### config.mk
export PLATFORM = sky130hd
export DESIGN_NAME = vlsimm_gen
export DESIGN_NICKNAME = d
export VERILOG_FILES = /design/src/rtl/vlsimm_pkg.sv /design/src/rtl/vlsimm_index.sv /design/src/rtl/vlsimm_scale.sv /design/src/rtl/vlsimm_gen.sv
export SDC_FILE = /design/constraint.sdc
export NUM_CORES = 1
export LEC_CHECK = 0
export BUFFER_PORTS_ARGS = -buffer_cell sky130_fd_sc_hd__buf_2
export CELL_PAD_IN_SITES_DETAIL_PLACEMENT = 1
export CELL_PAD_IN_SITES_GLOBAL_PLACEMENT = 2
export CORE_MARGIN = 10
export CORE_UTILIZATION = 40
export DETAILED_ROUTE_END_ITERATION = 12
export GPL_TIMING_DRIVEN = 0
export PLACE_DENSITY_LB_ADDON = 0.1
export SKIP_CTS_REPAIR_TIMING = 1
export SLEW_MARGIN = 20
export SYNTH_ARGS = -nofsm -noshare
export SYNTH_HDL_FRONTEND = slang
export SYNTH_SLANG_ARGS = --single-unit
### constraint.sdc
create_clock -name clk -period 1.5 [get_ports clk]
set_input_delay 0.15 -clock clk [delete_from_list [all_inputs] [get_ports clk]]
set_output_delay 0.15 -clock clk [all_outputs]
set_load 0.02 [all_outputs]
### src/rtl/vlsimm_pkg.sv
package vlsimm_pkg;

    typedef enum logic [1:0] {
        LS_PLAIN     = 2'b00,
        LS_UNIT      = 2'b01,
        LS_ELEM      = 2'b10,
        LS_PLAIN_ALT = 2'b11
    } ls_mode_e;

    typedef enum logic {
        OUT_IDLE  = 1'b0,
        OUT_VALID = 1'b1
    } out_state_e;

endpackage

### src/rtl/vlsimm_index.sv
module vlsimm_index #(
    parameter int STEP_W = 7,
    parameter int SUB_W  = 2,
    parameter int MULT_W = STEP_W + SUB_W
) (
    input  logic              is_store,
    input  logic [STEP_W-1:0] src_step,
    input  logic [STEP_W-1:0] dst_step,
    input  logic [SUB_W-1:0]  src_sub,
    input  logic [SUB_W-1:0]  dst_sub,
    input  logic [SUB_W-1:0]  sub_len,
    input  logic              remap_en,
    input  logic [STEP_W-1:0] remap_idx,
    output logic [MULT_W-1:0] mult
);
    localparam int SIDES = 2;

    logic [STEP_W-1:0] step_arr [SIDES];
    logic [SUB_W-1:0]  sub_arr  [SIDES];
    logic [MULT_W-1:0] flat     [SIDES];
    logic [MULT_W-1:0] grp;

    assign step_arr[0] = src_step;
    assign step_arr[1] = dst_step;
    assign sub_arr[0]  = src_sub;
    assign sub_arr[1]  = dst_sub;
    assign grp         = MULT_W'(sub_len) + MULT_W'(1);

    // element number flattened across sub-elements, one per side
    for (genvar g = 0; g < SIDES; g++) begin : g_side
        assign flat[g] = MULT_W'(step_arr[g]) * grp + MULT_W'(sub_arr[g]);
    end

    // stores never take the remapped index; loads may
    always_comb begin
        if (is_store)
            mult = flat[1];
        else if (remap_en)
            mult = MULT_W'(remap_idx);
        else
            mult = flat[0];
    end

endmodule

### src/rtl/vlsimm_scale.sv
module vlsimm_scale
    import vlsimm_pkg::*;
#(
    parameter int DISP_W = 16,
    parameter int IMM_W  = 32,
    parameter int MULT_W = 9,
    parameter int WLOG_W = 2
) (
    input  logic [DISP_W-1:0] disp_raw,
    input  logic              ds_form,
    input  ls_mode_e          mode,
    input  logic [MULT_W-1:0] mult,
    input  logic [WLOG_W-1:0] width_log2,
    output logic [IMM_W-1:0]  imm,
    output logic              replaced
);
    localparam int DS_W  = DISP_W - 2;
    localparam int EXT_D = IMM_W - DISP_W;
    localparam int EXT_S = IMM_W - DS_W;

    logic [IMM_W-1:0] pass_val;
    logic [IMM_W-1:0] base_val;
    logic [IMM_W-1:0] mult_ext;
    logic [IMM_W-1:0] raw_res;

    always_comb begin
        mult_ext = IMM_W'(mult);
        if (ds_form) begin
            pass_val = {{EXT_S{disp_raw[DS_W-1]}}, disp_raw[DS_W-1:0]};
            base_val = {{EXT_D{disp_raw[DS_W-1]}}, disp_raw[DS_W-1:0], 2'b00};
        end else begin
            pass_val = {{EXT_D{disp_raw[DISP_W-1]}}, disp_raw};
            base_val = pass_val;
        end

        unique case (mode)
            LS_UNIT: begin
                raw_res  = base_val + (mult_ext << width_log2);
                replaced = 1'b1;
            end
            LS_ELEM: begin
                raw_res  = base_val * mult_ext;
                replaced = 1'b1;
            end
            LS_PLAIN, LS_PLAIN_ALT: begin
                raw_res  = pass_val;
                replaced = 1'b0;
            end
        endcase

        // a rewritten 4-byte-unit field goes back to its own units
        imm = (replaced && ds_form) ? (raw_res >> 2) : raw_res;
    end

endmodule

### src/rtl/vlsimm_gen.sv
module vlsimm_gen
    import vlsimm_pkg::*;
#(
    parameter int DISP_W = 16,
    parameter int IMM_W  = 32,
    parameter int STEP_W = 7,
    parameter int SUB_W  = 2,
    parameter int WLOG_W = 2
) (
    input  logic              clk,
    input  logic              rst_n,
    input  logic              in_valid,
    input  logic [DISP_W-1:0] disp_raw,
    input  logic              ds_form,
    input  logic [1:0]        ls_mode,
    input  logic              is_store,
    input  logic [STEP_W-1:0] src_step,
    input  logic [STEP_W-1:0] dst_step,
    input  logic [SUB_W-1:0]  src_sub,
    input  logic [SUB_W-1:0]  dst_sub,
    input  logic [SUB_W-1:0]  sub_len,
    input  logic              remap_en,
    input  logic [STEP_W-1:0] remap_idx,
    input  logic [WLOG_W-1:0] width_log2,
    output logic              out_valid,
    output logic [IMM_W-1:0]  eff_imm,
    output logic              replaced
);
    localparam int MULT_W = STEP_W + SUB_W;

    logic [MULT_W-1:0] mult;
    logic [IMM_W-1:0]  imm_c;
    logic              rep_c;
    logic [IMM_W-1:0]  imm_q;
    logic              rep_q;
    out_state_e        state_q, state_d;

    vlsimm_index #(
        .STEP_W(STEP_W),
        .SUB_W (SUB_W),
        .MULT_W(MULT_W)
    ) u_index (
        .is_store (is_store),
        .src_step (src_step),
        .dst_step (dst_step),
        .src_sub  (src_sub),
        .dst_sub  (dst_sub),
        .sub_len  (sub_len),
        .remap_en (remap_en),
        .remap_idx(remap_idx),
        .mult     (mult)
    );

    vlsimm_scale #(
        .DISP_W(DISP_W),
        .IMM_W (IMM_W),
        .MULT_W(MULT_W),
        .WLOG_W(WLOG_W)
    ) u_scale (
        .disp_raw  (disp_raw),
        .ds_form   (ds_form),
        .mode      (ls_mode_e'(ls_mode)),
        .mult      (mult),
        .width_log2(width_log2),
        .imm       (imm_c),
        .replaced  (rep_c)
    );

    // next state: accept / drain
    always_comb begin
        unique case (state_q)
            OUT_IDLE:  state_d = in_valid ? OUT_VALID : OUT_IDLE;
            OUT_VALID: state_d = in_valid ? OUT_VALID : OUT_IDLE;
        endcase
    end

    // state register and captured result
    always_ff @(posedge clk or negedge rst_n) begin
        if (!rst_n) begin
            state_q <= OUT_IDLE;
            imm_q   <= '0;
            rep_q   <= 1'b0;
        end else begin
            state_q <= state_d;
            if (in_valid) begin
                imm_q <= imm_c;
                rep_q <= rep_c;
            end
        end
    end

    // outputs
    always_comb begin
        out_valid = (state_q == OUT_VALID);
        eff_imm   = imm_q;
        replaced  = rep_q;
    end

    a_r9_valid_follows: assert property (@(posedge clk) disable iff (!rst_n)
        in_valid |=> out_valid);
    a_r9_idle_drops: assert property (@(posedge clk) disable iff (!rst_n)
        !in_valid |=> !out_valid);
    a_r9_hold_idle: assert property (@(posedge clk) disable iff (!rst_n)
        !in_valid |=> ($stable(eff_imm) && $stable(replaced)));
    a_r7_plain_clear: assert property (@(posedge clk) disable iff (!rst_n)
        (in_valid && (ls_mode == 2'b00 || ls_mode == 2'b11)) |=> !replaced);
    a_r5_stride_sets: assert property (@(posedge clk) disable iff (!rst_n)
        (in_valid && (ls_mode == 2'b01 || ls_mode == 2'b10)) |=> replaced);
    a_r6_zero_mult: assert property (@(posedge clk) disable iff (!rst_n)
        (in_valid && ls_mode == 2'b10 && !is_store && remap_en && remap_idx == '0)
        |=> (eff_imm == '0));

endmodule

After elaboration in Yosys (flattened, before gate mapping)
Cells that the tools add are included.
{"block": "totals", "inputBits": 53, "romBits": 0, "output_inout_bits": 34, "regBits": 34, "ramBits": 0, "latch_bits": 0, "n_memories": 0}
{"block": "classes", "addsub": 4, "n_shift": 1, "div_mod_pow": 0, "n_reduce_logical": 4, "order_cmp": 0, "n_mul": 3, "n_eq_ne": 3, "n_mux": 8, "bitwise_logic": 0}
{"operator": "2-to-1 mux 32 bit", "n": 3}
{"operator": "one-hot mux 32 bit (3 select lines)", "n": 1}
{"operator": "adder 32 bit", "n": 1}
{"operator": "multiplier 32 x 9 -> 32 bit", "n": 1}
{"operator": "<< shifter 9 x 2 -> 32 bit", "n": 1}
{"operator": "adder 9 x 2 -> 9 bit", "n": 2}
{"operator": "multiplier 7 x 9 -> 9 bit", "n": 2}
{"operator": "2-to-1 mux 9 bit", "n": 2}
{"operator": "== test 2 bit, second input constant", "n": 2}
{"operator": "OR reduction 2 bit", "n": 2}
{"operator": "adder 2 x 1 -> 3 bit, second input constant", "n": 1}
{"operator": "== test 2 x 1 -> 1 bit, second input constant", "n": 1}
{"operator": "zero test 2 bit", "n": 1}
{"operator": "one-hot mux 1 bit (2 select lines)", "n": 1}
{"operator": "logical AND 1 bit", "n": 1}
{"operator": "2-to-1 mux 1 bit", "n": 1}

Logic depth before layout (Yosys ltp)
{"block": "logic_depth", "depth_word": 9, "depth_mapped": 31, "depth_no_buf": 28}

Modules after synthesis
A second synthesis with hierarchy kept.
{"block": "unflattened", "cells_unflattened": 1147, "hier_area_um2": 10067.2}
{"mod": "vlsimm_scale", "cells_each": 894, "instances": 1, "seq_area_each_um2": 0.0, "area_per_inst_um2": 7135.6}
{"mod": "vlsimm_index", "cells_each": 182, "instances": 1, "seq_area_each_um2": 0.0, "area_per_inst_um2": 1525.2}
{"mod": "vlsimm_gen", "cells_each": 71, "instances": 1, "seq_area_each_um2": 850.8, "area_per_inst_um2": 1406.3}

Worst setup path after synthesis
No wires, ideal clock.
{"block": "synth_timing", "path_kind": "input -> register", "from": "input port sub_len[0]", "to": "register imm_q[20] (netlist: eff_imm[20])", "arrival_time_ns": 7.303, "n_path_buf": 2, "cell_stages": 30, "required_ns": 1.370, "path_slack_ns": -5.933, "cell_sequence": "ha_1 clkbuf_1 and2_1 ha_1 ha_1 ha_1 fa_1 a211oi_1 o21bai_1 a21oi_1 mux2i_1 nor2_1 buf_2 nor2_1 fa_1 inv_1 fa_1 inv_1 fa_1 inv_1 fa_1 inv_1 ha_1 and4_1 a32o_1 o31ai_1 o21ai_1 xor2_1 a2111oi_2 nor3_1"}
{"block": "synth_between", "elab_chain_len": 9}
{"element": "start, declared", "line": "vlsimm_gen.sv:21", "text": "input logic [SUB_W-1:0] sub_len,"}
{"element": "adder 2 x 1 -> 3 bit *", "line": "vlsimm_index.sv:27", "text": "assign grp = MULT_W'(sub_len) + MULT_W'(1);"}
{"element": "multiplier 7 x 9 -> 9 bit", "line": "vlsimm_index.sv:31", "text": "assign flat[g] = MULT_W'(step_arr[g]) * grp + MULT_W'(sub_arr[g]);"}
{"element": "adder 9 x 2 -> 9 bit", "line": "vlsimm_index.sv:31"}
{"element": "2-to-1 mux 9 bit", "line": "vlsimm_index.sv:38", "text": "else if (remap_en)"}
{"element": "2-to-1 mux 9 bit *", "line": "vlsimm_index.sv:36", "text": "if (is_store)"}
{"element": "branches (longest 2 deep; another with multiplier 32 x 9 -> 32 bit)"}
{"element": "one-hot mux 32 bit (3 select lines) *", "line": "vlsimm_scale.sv:36", "text": "unique case (mode)"}
{"element": "2-to-1 mux 32 bit *", "line": "vlsimm_scale.sv:52", "text": "imm = (replaced && ds_form) ? (raw_res >> 2) : raw_res;"}
{"element": "end signal, assigned", "line": "vlsimm_gen.sv:86", "text": "imm_q <= imm_c;"}
{"element": "end, declared", "line": "vlsimm_gen.sv:34", "text": "logic [IMM_W-1:0] imm_q;"}
Mark *: on every way between the ends.
A chain may end at the register's enable or synchronous reset.

Worst setup path in the final report
{"block": "layout_timing", "from": "input port sub_len[0]", "to": "register imm_q[19] (netlist: eff_imm[19])"}
The elaborated chain is that of the path after synthesis.

==> key figures <==
Outcome
  • Run status: complete, but fails checks
  • Failing checks: hold timing, setup timing

Route
  • DRC: 0
  • Detailed-route wire length per cell: 21.4 µm
  • Post-Route WL: between 30000 and 40000 µm
  • Drt first pass iters: 5
  • Vias post-DR: 9797
  • Antenna Nets Post-Route: 0
  • DRT iter0 DRCs: 594
  • Vias/cell: 5.62

Setup path
  • Type of origin of the critical path: primary input
  • Crit Path Class: primary input to flop
  • CP Capture Type: flop
  • Critical Path Fanout Max: 7
  • Crit path launch: sub_len[0]
  • Crit path DAT: 7.42 ns
  • CP required: 1.70 ns
  • Slowest cell on crit path: fa_1
  • Reg-to-Reg Start: eff_imm[20]$_DFFE_PN0P_
  • FF-to-FF path depth: 3
  • Crit path largest cell delay: between 0.5 and 0.6 ns

Placement
  • Quantity of I/O buffers inserted on ports: 84
  • Dpl cell area: 11700 µm²
  • GP Congestion: 0.893
  • Detail Placement HPWL: just over 30000 µm

CTS
  • Num Clock Sinks: 34
  • Clock tree from TritonCTS: done
  • Clock tree buffer depth: 2
  • H-tree depth: 2
  • CTS buffer count: 5
  • Skew-Pair Late Insertion Delay: around 0.28 ns
  • Reg clk slew, reported paths: 0.06 ns
  • CTS root buf: clkbuf_16

STA
  • Clk_skew: 0 ns
  • Worst Setup Slack, final: -5.71 ns
  • Max-slew violations: 0
  • Slew @ Worst Pin: 1.06 ns
  • Final Hold Vio Count: 34
  • RSZ-0062 raised after global routing: yes
  • Hold WS: -0.0410 ns
  • Max-Slew Margin vs Limit: a little over a quarter
  • F_max: 139 MHz
  • Final min period: 7.21 ns
  • Final worst path period share: 481%
  • Setup-failing EPs final: 32

Logic synthesis
  • Top cell type's share of synthesized area: 26.7%
  • Flops & latches, synth: 34
  • Avg Cell Area, Syn: 8.14 µm²
  • Register area share after synthesis: 8.23%
  • Mapped Nets: 1548
  • Ys flop type: dfrtp_1
  • Synth area leader: fa_1
  • Asr flop ratio synth: 100%
  • Ys Warns: 0
  • Dominant cells by area after synthesis: fa_1, ha_1, dfrtp_1
  • Syn Inst Count: 1270
  • Mapped Area: ~10000 µm²
  • Post-synth EDFFs: 0
  • Post-synth cell types: 88

Global routing
  • Vias in the first global route: 10400
  • GR Layer Usage met1: 28.5%
  • GR peak layer: met2
  • Met2 usage: 38.8%
  • GRT Overall Usage: a little over a fifth
  • Largest net degree at the start of global routing: 35
  • Met3 Usage GRT: 1.86%
  • First-pass GRT wire length: just under 60000 µm
  • Gr ovfl total: 0
  • Initial antenna violation count: 1

Layout
  • Most frequent cells in the layout: inv_1, fa_1, nand2_1, nor2_1, buf_2
  • Most common cell after layout, fill and taps aside: inv_1
  • Fill cell count: ~3000
  • NumNets Final: 1689
  • N_diodes: 0
  • Share of layout cells above drive strength 1: between 20% and 30%
  • Area delta synth->final: 27.0%
  • Final instance area: approximately 13000 µm²

Die
  • Core Region: 25300 µm²
  • Die height: 181 µm
  • Initial core utilization: 40.8%
  • Die area: around 33000 µm²
  • Die W: around 180 µm
  • Boundary Pins: 87
  • Cell Rows: 58

Worst hold path
  • Hold WC Path Type: primary input to async pin

Job
  • # Max-Cap Violations: 0
state kept, by name, indices dropped and copies added (netlist names):
name       cells
out_valid      1
eff_imm       32
replaced       1
cell type report:
cell class | count | area [µm²] | share of cell area (%)
multi-input cells | 988 | 9720 | 74.0
repair buffers | 135 | 887 | 6.75
flip-flops and latches | 34 | 851 | 6.48
inverters | 196 | 736 | 5.60
well taps | 330 | 413 | 3.14
plain buffers | 51 | 330 | 2.52
clock buffers | 5 | 125 | 0.953
clock inverters | 3 | 68.8 | 0.524
synth_stat cells, types with 8 or more instances:
cell      number
ha_1          87
a31oi_1       14
xor2_1        11
mux2i_1       30
nor2b_1       20
xnor2_1       18
fa_1         138
inv_1        194
o21ai_1        8
a221oi_1       8
dfrtp_1       34
nor3_1        18
nand2_1      131
o211ai_1      13
nand3_1       17
a211oi_1      19
nor2_2        10
o21ai_0       49
a21o_1        18
a21oi_1       50
nand2b_1      17
and2_1        36
o21bai_1       8
clkbuf_1      36
nor2_1       121
stage by stage:
stage | setup WS, ns | utilization [%] | TNS, ns | std cells
after floorplan | -5.32 | - | -153.13 | 1270
after global placement | -6.97 | 46.3 | -199.48 | 1684
after detailed placement | -7.06 | 46.3 | -203.23 | 1684
after CTS | -6.76 | 47.1 | -193.13 | 1692
after global routing | -6.03 | 51.9 | -175.15 | 1742
final | -5.71 | 51.9 | -167.08 | 1742
layer usage:
metal / share of wire (%) / wire length [µm]
met1: 44 / 16500
met2: 51 / 19000
met3: 3.4 / 1280
met4: 1.5 / 568
met5: 0 / 0
critical path: cells and delay by family:
family                   cells  cell delay [ns]
buffers and inverters        9             0.92
adder cells (fa/ha/maj)      9             3.67
XOR/XNOR                     2             0.58
AO/OA/AOI/OAI                9             1.78
AND/OR/NAND/NOR              3             0.32
cells by family after synthesis:
kind of cell / Yosys count / synth area share, %
XOR/XNOR: 29 / 2.46
buffers and inverters: 248 / 9.54
flip-flops: 34 / 8.23
AO/OA/AOI/OAI: 279 / 19.3
multiplexers: 39 / 4.23
AND/OR/NAND/NOR: 416 / 19.0
adder cells (fa/ha/maj): 225 / 37.2
path summary, 6_finish.rpt:
| path | slack [ns] | endpoint |
|---|---|---|
| max | -5.71 | eff_imm[19]$_DFFE_PN0P_ |
| min | -0.04 | eff_imm[2]$_DFFE_PN0P_ |
| max reg2reg | 0.37 | eff_imm[20]$_DFFE_PN0P_ |
| min reg2reg | 0.48 | replaced$_DFFE_PN0P_ |
| max in group asynchronous | 1.01 | out_valid$_DFF_PN0_ |
| min in group clk | 0.35 | eff_imm[13]$_DFFE_PN0P_ |
Power is not shown: default switching activity piles up to over one toggle a cycle in this logic, so the estimate is an artifact.
